<file path="config.mk">
export PLATFORM = sky130hd
export DESIGN_NAME = bus_stall_watchdog
export DESIGN_NICKNAME = d
export VERILOG_FILES = /design/src/rtl/stall_pkg.sv /design/src/rtl/line_deglitch.sv /design/src/rtl/stall_arm.sv /design/src/rtl/stall_counter.sv /design/src/rtl/bus_stall_watchdog.sv
export SDC_FILE = /design/constraint.sdc
export NUM_CORES = 1
export LEC_CHECK = 0
export ABC_AREA = 0
export BUFFER_PORTS_ARGS = -buffer_cell sky130_fd_sc_hd__buf_4
export CAP_MARGIN = 25
export CORE_ASPECT_RATIO = 0.75
export CORE_MARGIN = 3
export CORE_UTILIZATION = 50
export DETAILED_ROUTE_END_ITERATION = 7
export HOLD_SLACK_MARGIN = 0.08
export MAX_ROUTING_LAYER = met4
export PLACE_DENSITY = 0.66
export SLEW_MARGIN = 20
export SYNTH_ARGS = -nofsm -noshare
export SYNTH_HDL_FRONTEND = slang
export SYNTH_SLANG_ARGS = --single-unit
</file>
<file path="constraint.sdc">
create_clock -name clk_i -period 2.33 [get_ports clk_i]
set_input_delay 0.1165 -clock clk_i [delete_from_list [all_inputs] [get_ports clk_i]]
set_output_delay 0.1165 -clock clk_i [all_outputs]
set_load 0.005 [all_outputs]
</file>
<file path="src/rtl/stall_pkg.sv">
package stall_pkg;
  typedef enum logic {
    WD_IDLE  = 1'b0,
    WD_WATCH = 1'b1
  } wd_state_e;

  function automatic int unsigned filt_depth(int unsigned glitch_ns, int unsigned clk_mhz);
    return (glitch_ns * clk_mhz) / 1000 + 2;
  endfunction
endpackage

</file>
<file path="src/rtl/line_deglitch.sv">
module line_deglitch #(
  parameter int unsigned DEPTH = 4,
  localparam int unsigned CW = (DEPTH > 1) ? $clog2(DEPTH) : 1
) (
  input  logic clk_i,
  input  logic rst_ni,
  input  logic raw_i,
  output logic filt_o
);
  logic [CW-1:0] run_q;
  logic          lvl_q;

  always_ff @(posedge clk_i or negedge rst_ni) begin
    if (!rst_ni) begin
      run_q <= '0;
      lvl_q <= 1'b1;
    end else if (raw_i == lvl_q) begin
      run_q <= '0;
    end else if (run_q == CW'(DEPTH - 1)) begin
      run_q <= '0;
      lvl_q <= raw_i;
    end else begin
      run_q <= run_q + 1'b1;
    end
  end

  assign filt_o = lvl_q;

  // filtered level only moves to a level the raw line held
  a_r2_follows_raw: assert property (@(posedge clk_i) disable iff (!rst_ni)
    !$stable(lvl_q) |-> ($past(raw_i) == lvl_q));
endmodule

</file>
<file path="src/rtl/stall_arm.sv">
module stall_arm
  import stall_pkg::*;
(
  input  logic clk_i,
  input  logic rst_ni,
  input  logic enable_i,
  input  logic start_i,
  input  logic stop_i,
  input  logic fire_i,
  output logic armed_o
);
  wd_state_e st_q, st_d;

  always_comb begin
    st_d = st_q;
    if (!enable_i)                           st_d = WD_IDLE;
    else if (st_q == WD_WATCH && (stop_i || fire_i)) st_d = WD_IDLE;
    else if (start_i)                        st_d = WD_WATCH;
  end

  always_ff @(posedge clk_i or negedge rst_ni) begin
    if (!rst_ni) st_q <= WD_IDLE;
    else         st_q <= st_d;
  end

  assign armed_o = (st_q == WD_WATCH);

  // disabled cycle leaves watchdog disarmed
  a_r9_disable_disarms: assert property (@(posedge clk_i) disable iff (!rst_ni)
    !enable_i |=> !armed_o);
  // timeout disarms
  a_r8_fire_disarms: assert property (@(posedge clk_i) disable iff (!rst_ni)
    fire_i |=> !armed_o);
endmodule

</file>
<file path="src/rtl/stall_counter.sv">
module stall_counter #(
  parameter int unsigned LIMIT = 2_250_000,
  localparam int unsigned CW = $clog2(LIMIT + 1)
) (
  input  logic clk_i,
  input  logic rst_ni,
  input  logic armed_i,
  input  logic enable_i,
  input  logic stop_i,
  input  logic scl_i,
  input  logic sda_i,
  output logic fire_o,
  output logic strobe_o
);
  logic [CW-1:0] cnt_q;
  logic          clr;
  logic          hit;
  logic          strobe_q;

  assign clr    = !armed_i || !enable_i || stop_i || (scl_i && sda_i);
  assign hit    = !clr && (cnt_q == CW'(LIMIT - 1));
  assign fire_o = hit;

  always_ff @(posedge clk_i or negedge rst_ni) begin
    if (!rst_ni) begin
      cnt_q    <= '0;
      strobe_q <= 1'b0;
    end else begin
      strobe_q <= hit;
      if (clr || hit) cnt_q <= '0;
      else            cnt_q <= cnt_q + 1'b1;
    end
  end

  assign strobe_o = strobe_q;

  // strobe is a single cycle
  a_r4_one_shot: assert property (@(posedge clk_i) disable iff (!rst_ni)
    strobe_q |=> !strobe_q);
  // no strobe unless the watchdog was armed
  a_r3_needs_arm: assert property (@(posedge clk_i) disable iff (!rst_ni)
    !armed_i |=> !strobe_q);
  // idle bus cannot time out
  a_r6_idle_clears: assert property (@(posedge clk_i) disable iff (!rst_ni)
    (scl_i && sda_i) |=> (cnt_q == '0 && !strobe_q));
  // stop clears the count
  a_r7_stop_clears: assert property (@(posedge clk_i) disable iff (!rst_ni)
    stop_i |=> (cnt_q == '0 && !strobe_q));
  a_r4_bounded: assert property (@(posedge clk_i) disable iff (!rst_ni)
    cnt_q < CW'(LIMIT));
endmodule

</file>
<file path="src/rtl/bus_stall_watchdog.sv">
module bus_stall_watchdog
  import stall_pkg::*;
#(
  parameter int unsigned CLK_MHZ    = 50,
  parameter int unsigned GLITCH_NS  = 50,
  parameter int unsigned TIMEOUT_US = 45_000,
  localparam int unsigned FILT   = filt_depth(GLITCH_NS, CLK_MHZ),
  localparam int unsigned LIMIT  = TIMEOUT_US * CLK_MHZ,
  localparam int unsigned NLINES = 2
) (
  input  logic clk_i,
  input  logic rst_ni,
  input  logic scl_i,
  input  logic sda_i,
  input  logic start_i,
  input  logic stop_i,
  input  logic enable_i,
  output logic scl_o,
  output logic sda_o,
  output logic bus_reset_o
);
  logic [NLINES-1:0] raw, filt;
  logic armed, fire;

  assign raw = {sda_i, scl_i};

  for (genvar g = 0; g < NLINES; g++) begin : g_line
    line_deglitch #(.DEPTH(FILT)) u_flt (
      .clk_i (clk_i),
      .rst_ni(rst_ni),
      .raw_i (raw[g]),
      .filt_o(filt[g])
    );
  end

  assign scl_o = filt[0];
  assign sda_o = filt[1];

  stall_arm u_arm (
    .clk_i   (clk_i),
    .rst_ni  (rst_ni),
    .enable_i(enable_i),
    .start_i (start_i),
    .stop_i  (stop_i),
    .fire_i  (fire),
    .armed_o (armed)
  );

  stall_counter #(.LIMIT(LIMIT)) u_cnt (
    .clk_i   (clk_i),
    .rst_ni  (rst_ni),
    .armed_i (armed),
    .enable_i(enable_i),
    .stop_i  (stop_i),
    .scl_i   (filt[0]),
    .sda_i   (filt[1]),
    .fire_o  (fire),
    .strobe_o(bus_reset_o)
  );

  // disabled watchdog never strobes
  a_r9_enable_gate: assert property (@(posedge clk_i) disable iff (!rst_ni)
    !enable_i |=> !bus_reset_o);
endmodule

</file>
==> metrics.txt <==
met3 Use GR=0.08396; period utilization=0.8423; Setup CP Type=reg -> reg; Residual DRC=0; Setup crit start=u_cnt.cnt_q[0]$_DFF_PN0_; Worst Hold Class=in -> reg; R2R Path Start=u_cnt.cnt_q[0]$_DFF_PN0_; vias in the first global route=1145; clock skew=0.006395 ns; Synth Area per Inst=10.64 um2; Reg clk slew, reported paths=0.06 ns; Final Hold Fails=0; CP max FO=6; simple-gate share of the synthesized area=0.2841; root buffer cell=clkbuf_8; CTS HTree Levels=2; crit path DAT=2.15 ns; sequential-to-total area share from yosys stat=0.4914; Final setup viols=0; Final HPWL DP=2.063 mm; GRT overflow=0; Port Buffers=9; Post-Synth XOR/XNOR Area=0.09143; Post-Syn Nets=154; number of diodes=0; DIE HEIGHT=53.95 um; Max Fclk=0.5096 GHz; worst path required time=2.52 ns; Worst Setup End Kind=flop; peak supply drop=0.5015 mV; Final Critical Period=1.962 ns; number of synthesized flops with an enable pin=0; TritonCTS clock tree=built; top cell type by total area after synthesis=dfrtp_1; top cells by area, synth=dfrtp_1 46%, xnor2_1 6.9%, nor2_1 4.2%; final core utilization=0.6295; via count=1141; Initial Util=0.5548; hold_sp=enable_i; Sum Neg Setup Slack=0 ns; CTS Buf Count=5; post-synthesis mux area share=0.02857; MaxCap Viol Count=0; CTS Buffer Depth=2; CTS Sinks=30; Ys Warns=0; outcome=finished clean; Netlist cell types=40; nets=169; Slew HR=0.6773; area share of the largest cell type after synthesis=0.4571; DR pass1 iterations=4; Area Overhead vs Synth=13.47%; die width=69.93 um; M2 GR Usage=0.2962; I/O pins=10; Clk Latency, worst-skew pair=0.29 ns; met1 Use GR=0.2435; Filler cells=220; Setup crit start kind=flop; main combinational cell family by area after synthesis=simple AND/OR/NAND/NOR gates; largest net degree at the start of global routing=31; Synth Area in Compound Gates=0.06122; instance count of the mapped netlist=144; total power=1.192 mW; RSZ-0062 raised after global routing=false; wire length per cell=15.36 um; commonest register cell after synthesis=dfrtp_1; Post-Syn Area=1533 um2; most instantiated cells after synthesis=28 x dfrtp_1, 17 x nor2_1, 12 x xnor2_1; GRT Util Overall=0.2002; # rows=16; async set or reset register ratio after synthesis=1.000; 1st-iter DRT viols=102; leakage power=0.6878 nW; # resized after CTS=0; gpl congestion=0.8435; first-pass GRT wire length=5.368 mm; Slew Viols, Final=0; #FFs+latches synth=30; Die ar.=3773 um2; Tightest Pin Transition=0.4827 ns; CORE AREA=2763 um2; drt total wl=3.010 mm; antenna violations before repair=0; busiest grt layer=met2; most numerous cell in the Yosys netlist=dfrtp_1; vias per inst=5.821; Final ANT Viol Nets=0; Adder-Cell Fraction of Synth Area=0.02449; Power Dens Cells=685.6 nW/um2; fraction of layout cells with a size suffix above 1=0.1813
-- cell type report --
| type | count | area, um2 | share of cell area |
|---|---|---|---|
| multi-input cells | 108 | 750.7 | 0.4317 |
| flip-flops and latches | 30 | 753.2 | 0.4331 |
| well taps | 36 | 45.04 | 0.02590 |
| clock inverters | 1 | 5.005 | 0.002878 |
| repair buffers | 11 | 87.58 | 0.05036 |
| inverters | 3 | 11.26 | 0.006475 |
| clock buffers | 7 | 86.33 | 0.04964 |
-- critical path, cell delays in order (launching register included) --
cell      delay (ns)
dfrtp_1         0.38
ha_1            0.23
nand3_1         0.22
nor4_2          0.44
mux2_2          0.38
a211oi_1        0.22
-- where the power goes --
part / internal, mW / switching [mW] / total [mW]
Clock: 0.237 / 0.187 / 0.424
Combinational: 0.0876 / 0.0630 / 0.151
Sequential: 0.583 / 0.0348 / 0.618
Total: 0.908 / 0.285 / 1.19
-- routing by layer --
| metal | wire (um) | vias up |
|---|---|---|
| met5 | 0 | - |
| met4 | 47 | 0 |
| met3 | 131 | 7 |
| met2 | 1347 | 23 |
| met1 | 1484 | 558 |
| li1 | - | 553 |
-- registers in the layout (all words and copies together), names as in the netlist --
name	count
u_cnt.cnt_q	22
g_line.u_flt.run_q	4
u_arm.armed_o	1
g_line.u_flt.filt_o	2
u_cnt.strobe_o	1
-- final timing paths --
| path | end | slack [ns] | depth (start not counted) |
|---|---|---|---|
| min in group asynchronous | u_cnt.cnt_q[19]$_DFF_PN0_ | 0.29 | 2 |
| min | u_arm.armed_o$_DFFE_PN0P_ | 0.09 | 2 |
| max reg2reg | u_cnt.cnt_q[20]$_DFF_PN0_ | 0.37 | 5 |
| max in group asynchronous | g_line[1].u_flt.filt_o$_DFFE_PN1P_ | 1.71 | 2 |
| min reg2reg | g_line[0].u_flt.run_q[0]$_DFF_PN0_ | 0.44 | 1 |
| max | u_cnt.cnt_q[20]$_DFF_PN0_ | 0.37 | 5 |
-- placed cells by master, fill, tap and decap left out, drive strengths merged, types with 4 or more instances in the layout --
cell    Yosys  routed
a21oi       5       5
and4        4       4
buf         3       9
clkbuf      0       7
dfrtp      28      28
nand2       7       7
nand3       7       7
nand4       8       8
nor2       17      17
nor3        6       6
nor4        6       6
xnor2      12      12
xor2        4       4
-- cells by family after synthesis --
family | Yosys count
multiplexers | 4
AND/OR/NAND/NOR | 72
XOR/XNOR | 16
buffers and inverters | 6
adder cells (fa/ha/maj) | 3
AO/OA/AOI/OAI | 13
flip-flops | 30
-- repair_timing --
| action | in CTS | in global routing |
|---|---|---|
| hold buffers | 1 | 1 |
| setup buffers | 0 | 0 |
| setup endpoints to repair | 0 | 0 |
| endpoints found under the hold margin | 30 | 1 |
-- metrics by stage --
step | area [um2] | cells | worst slack, ns | hold WS, ns
2_1_floorplan | 1533 | 144 | 0.5654 | -0.1791
3_3_place_gp | 1628 | 186 | 0.4802 | 0.05842
3_5_place_dp | 1628 | 186 | 0.4226 | 0.06452
4_1_cts | 1729 | 195 | 0.3731 | 0.08208
5_1_grt | 1739 | 196 | 0.2602 | 0.08498
6_report | 1739 | 196 | 0.3675 | 0.08927
(Power assumes the default switching activity.)
